File: src/rtl/tsp_pkg.sv
package tsp_pkg;
  localparam int NSLOT = 3;
  localparam int IDXW  = 2;
  typedef logic [NSLOT-1:0] slot_t;
  localparam slot_t SLOT_A = 3'b001;
  localparam slot_t SLOT_B = 3'b010;

  // slot free of both the last-written and the being-read slot
  function automatic slot_t pick_free(slot_t last_s, slot_t read_s);
    if (last_s == read_s) return {last_s[NSLOT-2:0], last_s[NSLOT-1]};
    else                  return ~(last_s | read_s);
  endfunction

  function automatic logic [IDXW-1:0] slot_index(slot_t s);
    case (s)
      3'b010:  return 2'd1;
      3'b100:  return 2'd2;
      default: return 2'd0;
    endcase
  endfunction

  function automatic logic is_onehot(slot_t s);
    return (s != '0) && ((s & (s - slot_t'(1))) == '0);
  endfunction
endpackage

File: src/rtl/tsp_mutex.sv
module tsp_mutex (
  input  logic clk,
  input  logic rst,
  input  logic req_w,
  input  logic req_r,
  output logic gnt_w,
  output logic gnt_r
);
  logic prefer_r;
  logic tie;

  assign tie   = req_w & req_r;
  assign gnt_w = req_w & (~req_r | ~prefer_r);
  assign gnt_r = req_r & (~req_w | prefer_r);

  always_ff @(posedge clk) begin
    if (rst)      prefer_r <= 1'b0;
    else if (tie) prefer_r <= ~prefer_r;
  end

  assert_mutex_excl_R7: assert property (@(posedge clk) disable iff (rst)
    $onehot0({gnt_w, gnt_r}));
  assert_tie_alt_w_R7: assert property (@(posedge clk) disable iff (rst)
    (tie && gnt_w) |=> (!(req_w && req_r) || gnt_r));
  assert_tie_alt_r_R7: assert property (@(posedge clk) disable iff (rst)
    (tie && gnt_r) |=> (!(req_w && req_r) || gnt_w));
endmodule

File: src/rtl/tsp_wr_ctrl.sv
module tsp_wr_ctrl
  import tsp_pkg::*;
(
  input  logic  clk,
  input  logic  rst,
  input  logic  wr_req,
  output logic  wr_ack,
  output logic  mreq,
  input  logic  mgnt,
  input  slot_t cur_s,
  output slot_t nxt_s,
  output slot_t lst_s,
  output logic  mem_we
);
  typedef enum logic [1:0] {W_IDLE, W_LOCK, W_DONE} wst_t;
  wst_t st;
  logic [1:0] wait_cnt;

  assign mreq   = (st == W_LOCK);
  assign mem_we = (st == W_IDLE) && wr_req;

  always_ff @(posedge clk) begin
    if (rst) begin
      st     <= W_IDLE;
      wr_ack <= 1'b0;
      nxt_s  <= SLOT_B;
      lst_s  <= SLOT_A;
    end else begin
      case (st)
        W_IDLE: if (wr_req) st <= W_LOCK;
        W_LOCK: if (mgnt) begin
          lst_s  <= nxt_s;
          nxt_s  <= pick_free(nxt_s, cur_s);
          wr_ack <= 1'b1;
          st     <= W_DONE;
        end
        W_DONE: if (!wr_req) begin
          wr_ack <= 1'b0;
          st     <= W_IDLE;
        end
        default: st <= W_IDLE;
      endcase
    end
  end

  // cycles spent waiting for the mutex
  always_ff @(posedge clk) begin
    if (rst)                                    wait_cnt <= '0;
    else if (st == W_LOCK && !mgnt && wait_cnt != 2'd3) wait_cnt <= wait_cnt + 2'd1;
    else if (st != W_LOCK || mgnt)              wait_cnt <= '0;
  end

  assert_wr_waitfree_R6: assert property (@(posedge clk) disable iff (rst)
    wait_cnt < 2'd2);
  assert_slot_free_R5: assert property (@(posedge clk) disable iff (rst)
    ((nxt_s & lst_s) == '0) && ((nxt_s & cur_s) == '0));
  assert_wack_hold_R8: assert property (@(posedge clk) disable iff (rst)
    (wr_ack && wr_req) |=> wr_ack);
endmodule

File: src/rtl/tsp_rd_ctrl.sv
module tsp_rd_ctrl
  import tsp_pkg::*;
#(
  parameter bit SIGNAL_MODE = 1'b0
) (
  input  logic  clk,
  input  logic  rst,
  input  logic  rd_req,
  output logic  rd_ack,
  output logic  mreq,
  input  logic  mgnt,
  input  slot_t lst_s,
  output slot_t cur_s,
  output logic  mem_re
);
  typedef enum logic [1:0] {R_IDLE, R_LOCK, R_FETCH, R_DONE} rst_t;
  rst_t st;
  logic stale;

  generate
    if (SIGNAL_MODE) begin : g_signal
      assign stale = (cur_s == lst_s);
    end else begin : g_pool
      assign stale = 1'b0;
    end
  endgenerate

  assign mreq   = (st == R_LOCK);
  assign mem_re = (st == R_FETCH);

  always_ff @(posedge clk) begin
    if (rst) begin
      st     <= R_IDLE;
      rd_ack <= 1'b0;
      cur_s  <= SLOT_A;
    end else begin
      case (st)
        R_IDLE:  if (rd_req) st <= R_LOCK;
        R_LOCK:  if (mgnt && !stale) begin
          cur_s <= lst_s;
          st    <= R_FETCH;
        end
        R_FETCH: begin
          rd_ack <= 1'b1;
          st     <= R_DONE;
        end
        R_DONE:  if (!rd_req) begin
          rd_ack <= 1'b0;
          st     <= R_IDLE;
        end
        default: st <= R_IDLE;
      endcase
    end
  end

  assert_stale_wait_R4: assert property (@(posedge clk) disable iff (rst)
    (st == R_LOCK && mgnt && stale) |=> (st == R_LOCK && $stable(cur_s)));
  assert_rack_hold_R8: assert property (@(posedge clk) disable iff (rst)
    (rd_ack && rd_req) |=> rd_ack);
endmodule

File: src/rtl/tsp_slot_ram.sv
module tsp_slot_ram #(
  parameter int DW    = 16,
  parameter int DEPTH = 3,
  localparam int AW   = $clog2(DEPTH)
) (
  input  logic          clk,
  input  logic          rst,
  input  logic          we,
  input  logic [AW-1:0] waddr,
  input  logic [DW-1:0] wdata,
  input  logic          re,
  input  logic [AW-1:0] raddr,
  output logic [DW-1:0] rdata
);
  logic [DW-1:0] mem [DEPTH];

  always_ff @(posedge clk) begin
    if (we) mem[waddr] <= wdata;
  end

  always_ff @(posedge clk) begin
    if (re) rdata <= mem[raddr];
  end

  assert_no_clash_R5: assert property (@(posedge clk) disable iff (rst)
    re |-> !(we && waddr == raddr));
endmodule

File: src/rtl/tsp_pool.sv
module tsp_pool
  import tsp_pkg::*;
#(
  parameter int DW          = 16,
  parameter bit SIGNAL_MODE = 1'b0
) (
  input  logic          clk,
  input  logic          rst,
  input  logic          wr_req,
  input  logic [DW-1:0] wr_data,
  output logic          wr_ack,
  input  logic          rd_req,
  output logic [DW-1:0] rd_data,
  output logic          rd_ack,
  output logic          ctl_err
);
  slot_t nxt_s, lst_s, cur_s;
  logic  w_mreq, w_mgnt, r_mreq, r_mgnt;
  logic  w_we, r_re;
  logic            ram_we;
  logic [IDXW-1:0] ram_waddr;
  logic [DW-1:0]   ram_wdata;

  tsp_mutex u_mutex (
    .clk(clk), .rst(rst),
    .req_w(w_mreq), .req_r(r_mreq),
    .gnt_w(w_mgnt), .gnt_r(r_mgnt)
  );

  tsp_wr_ctrl u_wr (
    .clk(clk), .rst(rst),
    .wr_req(wr_req), .wr_ack(wr_ack),
    .mreq(w_mreq), .mgnt(w_mgnt),
    .cur_s(cur_s), .nxt_s(nxt_s), .lst_s(lst_s),
    .mem_we(w_we)
  );

  tsp_rd_ctrl #(.SIGNAL_MODE(SIGNAL_MODE)) u_rd (
    .clk(clk), .rst(rst),
    .rd_req(rd_req), .rd_ack(rd_ack),
    .mreq(r_mreq), .mgnt(r_mgnt),
    .lst_s(lst_s), .cur_s(cur_s),
    .mem_re(r_re)
  );

  // reset clears the slot the reader starts on, through the normal write port
  assign ram_we    = rst | w_we;
  assign ram_waddr = rst ? '0 : slot_index(nxt_s);
  assign ram_wdata = rst ? '0 : wr_data;

  tsp_slot_ram #(.DW(DW), .DEPTH(NSLOT)) u_ram (
    .clk(clk), .rst(rst),
    .we(ram_we), .waddr(ram_waddr), .wdata(ram_wdata),
    .re(r_re), .raddr(slot_index(cur_s)), .rdata(rd_data)
  );

  always_ff @(posedge clk) begin
    if (rst) ctl_err <= 1'b0;
    else     ctl_err <= !is_onehot(nxt_s) || !is_onehot(lst_s) || !is_onehot(cur_s);
  end

  assert_ctl_ok_R9: assert property (@(posedge clk) disable iff (rst)
    !ctl_err);
  assert_rdata_hold_R5: assert property (@(posedge clk) disable iff (rst)
    rd_ack |=> $stable(rd_data));
endmodule

File: config.mk
export PLATFORM = sky130hd
export DESIGN_NAME = tsp_pool
export DESIGN_NICKNAME = d
export VERILOG_FILES = /design/src/rtl/tsp_pkg.sv /design/src/rtl/tsp_mutex.sv /design/src/rtl/tsp_wr_ctrl.sv /design/src/rtl/tsp_rd_ctrl.sv /design/src/rtl/tsp_slot_ram.sv /design/src/rtl/tsp_pool.sv
export SDC_FILE = /design/constraint.sdc
export NUM_CORES = 1
export LEC_CHECK = 0
export BUFFER_PORTS_ARGS = -buffer_cell sky130_fd_sc_hd__buf_2
export CORE_ASPECT_RATIO = 1.1
export CORE_MARGIN = 3
export CORE_UTILIZATION = 61
export DETAILED_ROUTE_END_ITERATION = 8
export PLACE_DENSITY = 0.83
export SETUP_SLACK_MARGIN = 0.02
export SLEW_MARGIN = 20
export SYNTH_ARGS = -nofsm -noshare
export SYNTH_HDL_FRONTEND = slang
export SYNTH_SLANG_ARGS = --single-unit
File: constraint.sdc
create_clock -name clk -period 4.3 [get_ports clk]
set_clock_uncertainty 0.05 [all_clocks]
set_input_delay 0.215 -clock clk [delete_from_list [all_inputs] [get_ports clk]]
set_output_delay 0.215 -clock clk [all_outputs]
set_load 0.02 [all_outputs]
==> summary.md <==
| Metric | Value |
|---|---|
| Status | complete, no violations |
| Largest net degree at the start of global routing | 32 |
| RSZ-0062 raised after global routing | no |
| Synth top area cells | edfxtp_1 (59%), dfxtp_1 (10%), a22oi_1 (3.7%) |
| Fill count | between 300 and 400 |
| Power Total | roughly 1.8 mW |
| Area growth, synth to finish | 14.9% |
| DRT Pass-1 Iters | 4 |
| CP arrival | 2.49 ns |
| Clock Root Buffer | clkbuf_8 |
| Hold-fix buffers, CTS | 0 |
| CTS tree | built |
| Layout Cells excl Fill | roughly 360 |
| Max_cap viols | 0 |
| Post-DP HPWL | about 3700 um |
| DR vias/cell | between 5 and 6 |
| Mapped Avg Cell Area | ~14 sq um |
| Pwr/cell area | 484 mW/mm^2 |
| Worst-Skew Late Latency | between 0.3 and 0.4 ns |
| DRC Markers | 0 |
| Final slew viol count | 0 |
| Ports | 39 |
| WP data required | roughly 4.5 ns |
| IO Port Bufs | 38 |
| H-tree levels | 3 |
| Number of nets in the layout | 309 |
| Post-placement cell count | approximately 340 |
| Slew @ Worst Pin | approximately 0.83 ns |
| Tot GR Track Use | 21.7% |
| Post-synthesis async set-or-reset flop share | 0% |
| Top-area cell type share of the netlist area | between 50 and 60% |
| Post-DP Area | 0.00354 sq mm |
| Initial Utilization | 64.2% |
| Period utilization | between 50% and 60% |
| Routability cong. | between 0.7 and 0.8 |
| Tmin final | 2.32 ns |
| Die width | between 70 and 80 um |
| FF+latch count, synth | a little over 80 |
| Overall die height | ~83 um |
| Startpoint types | flop |
| Fraction of final layout cells with drive strength greater than 1 | around a quarter |
| Unique masters post-synth | 34 |
| CP Class | reg -> reg |
| Number of synthesized flops with an enable pin | between 60 and 70 |
| Global-route wire length before repair | 9950 um |
| Mapped Nets | about 270 |
| Count leader, synth | edfxtp_1 |
| Slew HR | between 40 and 50% |
| Post-CTS Setup Inserts | 0 |
| Maximum clock rate | ~430 MHz |
| Clk buf depth | 2 |
| Largest area contributor in the netlist | edfxtp_1 |
| Cell Rows | 27 |
| Worst setup EP type | flop |
| Register area | 0.00226 sq mm |
| CTS resizes | 0 |
| WL final | roughly 6200 um |
| Hold Path Class | in -> reg |
| Via count | approximately 2k |
| Initial antenna violation count | 0 |
| Total gr overflow | 0 |
| Commonest cells post-synth | edfxtp_1 (64), nand2_1 (21), nor2b_1 (19) |
| Post-route ant nets | 0 |
| Die area | around 0.0063 sq mm |
| Area of the multi-input gates | roughly 930 sq um |
| Routed WL per cell | 17.2 um |
| Sink Count | a little over 80 |
| Register area share after synthesis | 69.1% |
| Mapped Cells | around 240 |
| Synth Flop Type | edfxtp_1 |
| Synth warn | 0 |
| CTS Buf Count | 9 |
| Design Area, Final | about 0.0038 sq mm |
| N_diodes | 0 |
| Worst-path clk slew | about 0.080 ns |
| Final Hold Viols | 0 |
| Starting DRT DRC Count | approximately 190 |
| Finish-stage setup viols | 0 |
| Final setup TNS | 0 ns |
| Vias in the first global route | about 2.0k |
| Max VDD drop | 0.357 mV |
| Syn Std Cell Area | between 0.003 and 0.004 sq mm |
| Critical Path Fanout Max | 19 |
| Core Area | 0.00510 sq mm |
| P_leak | ~1.4 nW |
[critical path, stage by stage (launching register included)]
cell	delay, ns
dfxtp_1	0.76
inv_1	0.20
ha_1	0.33
nor3_2	0.30
mux2_2	0.37
mux2i_1	0.13
nand2_1	0.06
[sequential cells by signal (all words and copies together), names as in the netlist, 2 cells and up]
signal / count
u_rd.cur_s: 3
u_rd.st: 2
u_wr.lst_s: 3
u_ram.rdata: 16
u_wr.st: 2
u_ram.mem: 48
u_wr.nxt_s: 3
[area by class of cell]
class	count	area share, %
multi-input combinational	136	24.6
tap	72	2.39
timing repair buffer	43	6.05
inverter	10	0.998
clock inverter	6	2.39
sequential	81	60.1
clock buffer	10	3.39
[cell usage in the layout (no fill, tap or decap), types with 2 or more instances in the layout]
cell type | Yosys | routed
a21oi_1 | 5 | 5
a22oi_1 | 16 | 16
a31oi_1 | 2 | 2
buf_2 | 4 | 38
buf_4 | 0 | 5
bufinv_16 | 0 | 2
clkbuf_8 | 0 | 9
dfxtp_1 | 17 | 17
edfxtp_1 | 64 | 64
ha_1 | 8 | 8
inv_1 | 10 | 10
mux2i_1 | 11 | 11
nand2_1 | 21 | 21
nor2_1 | 12 | 12
nor2b_1 | 19 | 19
nor3_1 | 2 | 2
nor4_2 | 0 | 2
o21ai_0 | 5 | 5
o21ai_1 | 14 | 14
o21ai_2 | 2 | 2
xnor2_1 | 3 | 3
[worst paths after layout]
| path | slack, ns | cells past startpoint | from | end |
|---|---|---|---|---|
| min reg2reg | 0.42 | 2 | u_rd.rd_ack | u_rd.rd_ack |
| max reg2reg | 1.98 | 6 | u_rd.cur_s[0] | u_wr.nxt_s[1] |
| max | 1.98 | 6 | u_rd.cur_s[0] | u_wr.nxt_s[1] |
| min | 0.13 | 3 | rd_req | u_rd.rd_ack |
[metal layers]
layer,GRT usage (%),vias up,routed length [um]
met5,0,-,0
met4,9.86,0,109
met3,6.90,8,347
met2,34.4,73,3180
met1,26.3,976,2520
li1,-,950,-
[kinds of logic after synthesis]
group	Yosys count	synth area share, %
adders and majority gates	8	3.06
muxes	12	3.71
and+or+nand+nor	63	9.86
xor gates and xnor gates	4	1.07
buffers and inverters	22	3.13
AOI/OAI and AO/OA	49	10.1
DFF	81	69.1
[where the power goes]
part / internal [mW] / switching (mW) / total [mW]
sequential: 0.924 / 0.0369 / 0.961
combinational: 0.0915 / 0.168 / 0.259
clock: 0.329 / 0.270 / 0.599
[through the flow]
stage               hold WS, ns  setup WS, ns  util (%)
global placement          0.415          2.01      69.5
detailed placement        0.418          2.03      69.5
CTS                       0.118          2.00      73.8
finish                    0.130          1.98      73.8
floorplan                 0.353          1.42         -
global route              0.164          1.84      73.8
No activity file was read; power rests on OpenSTA's default activity.
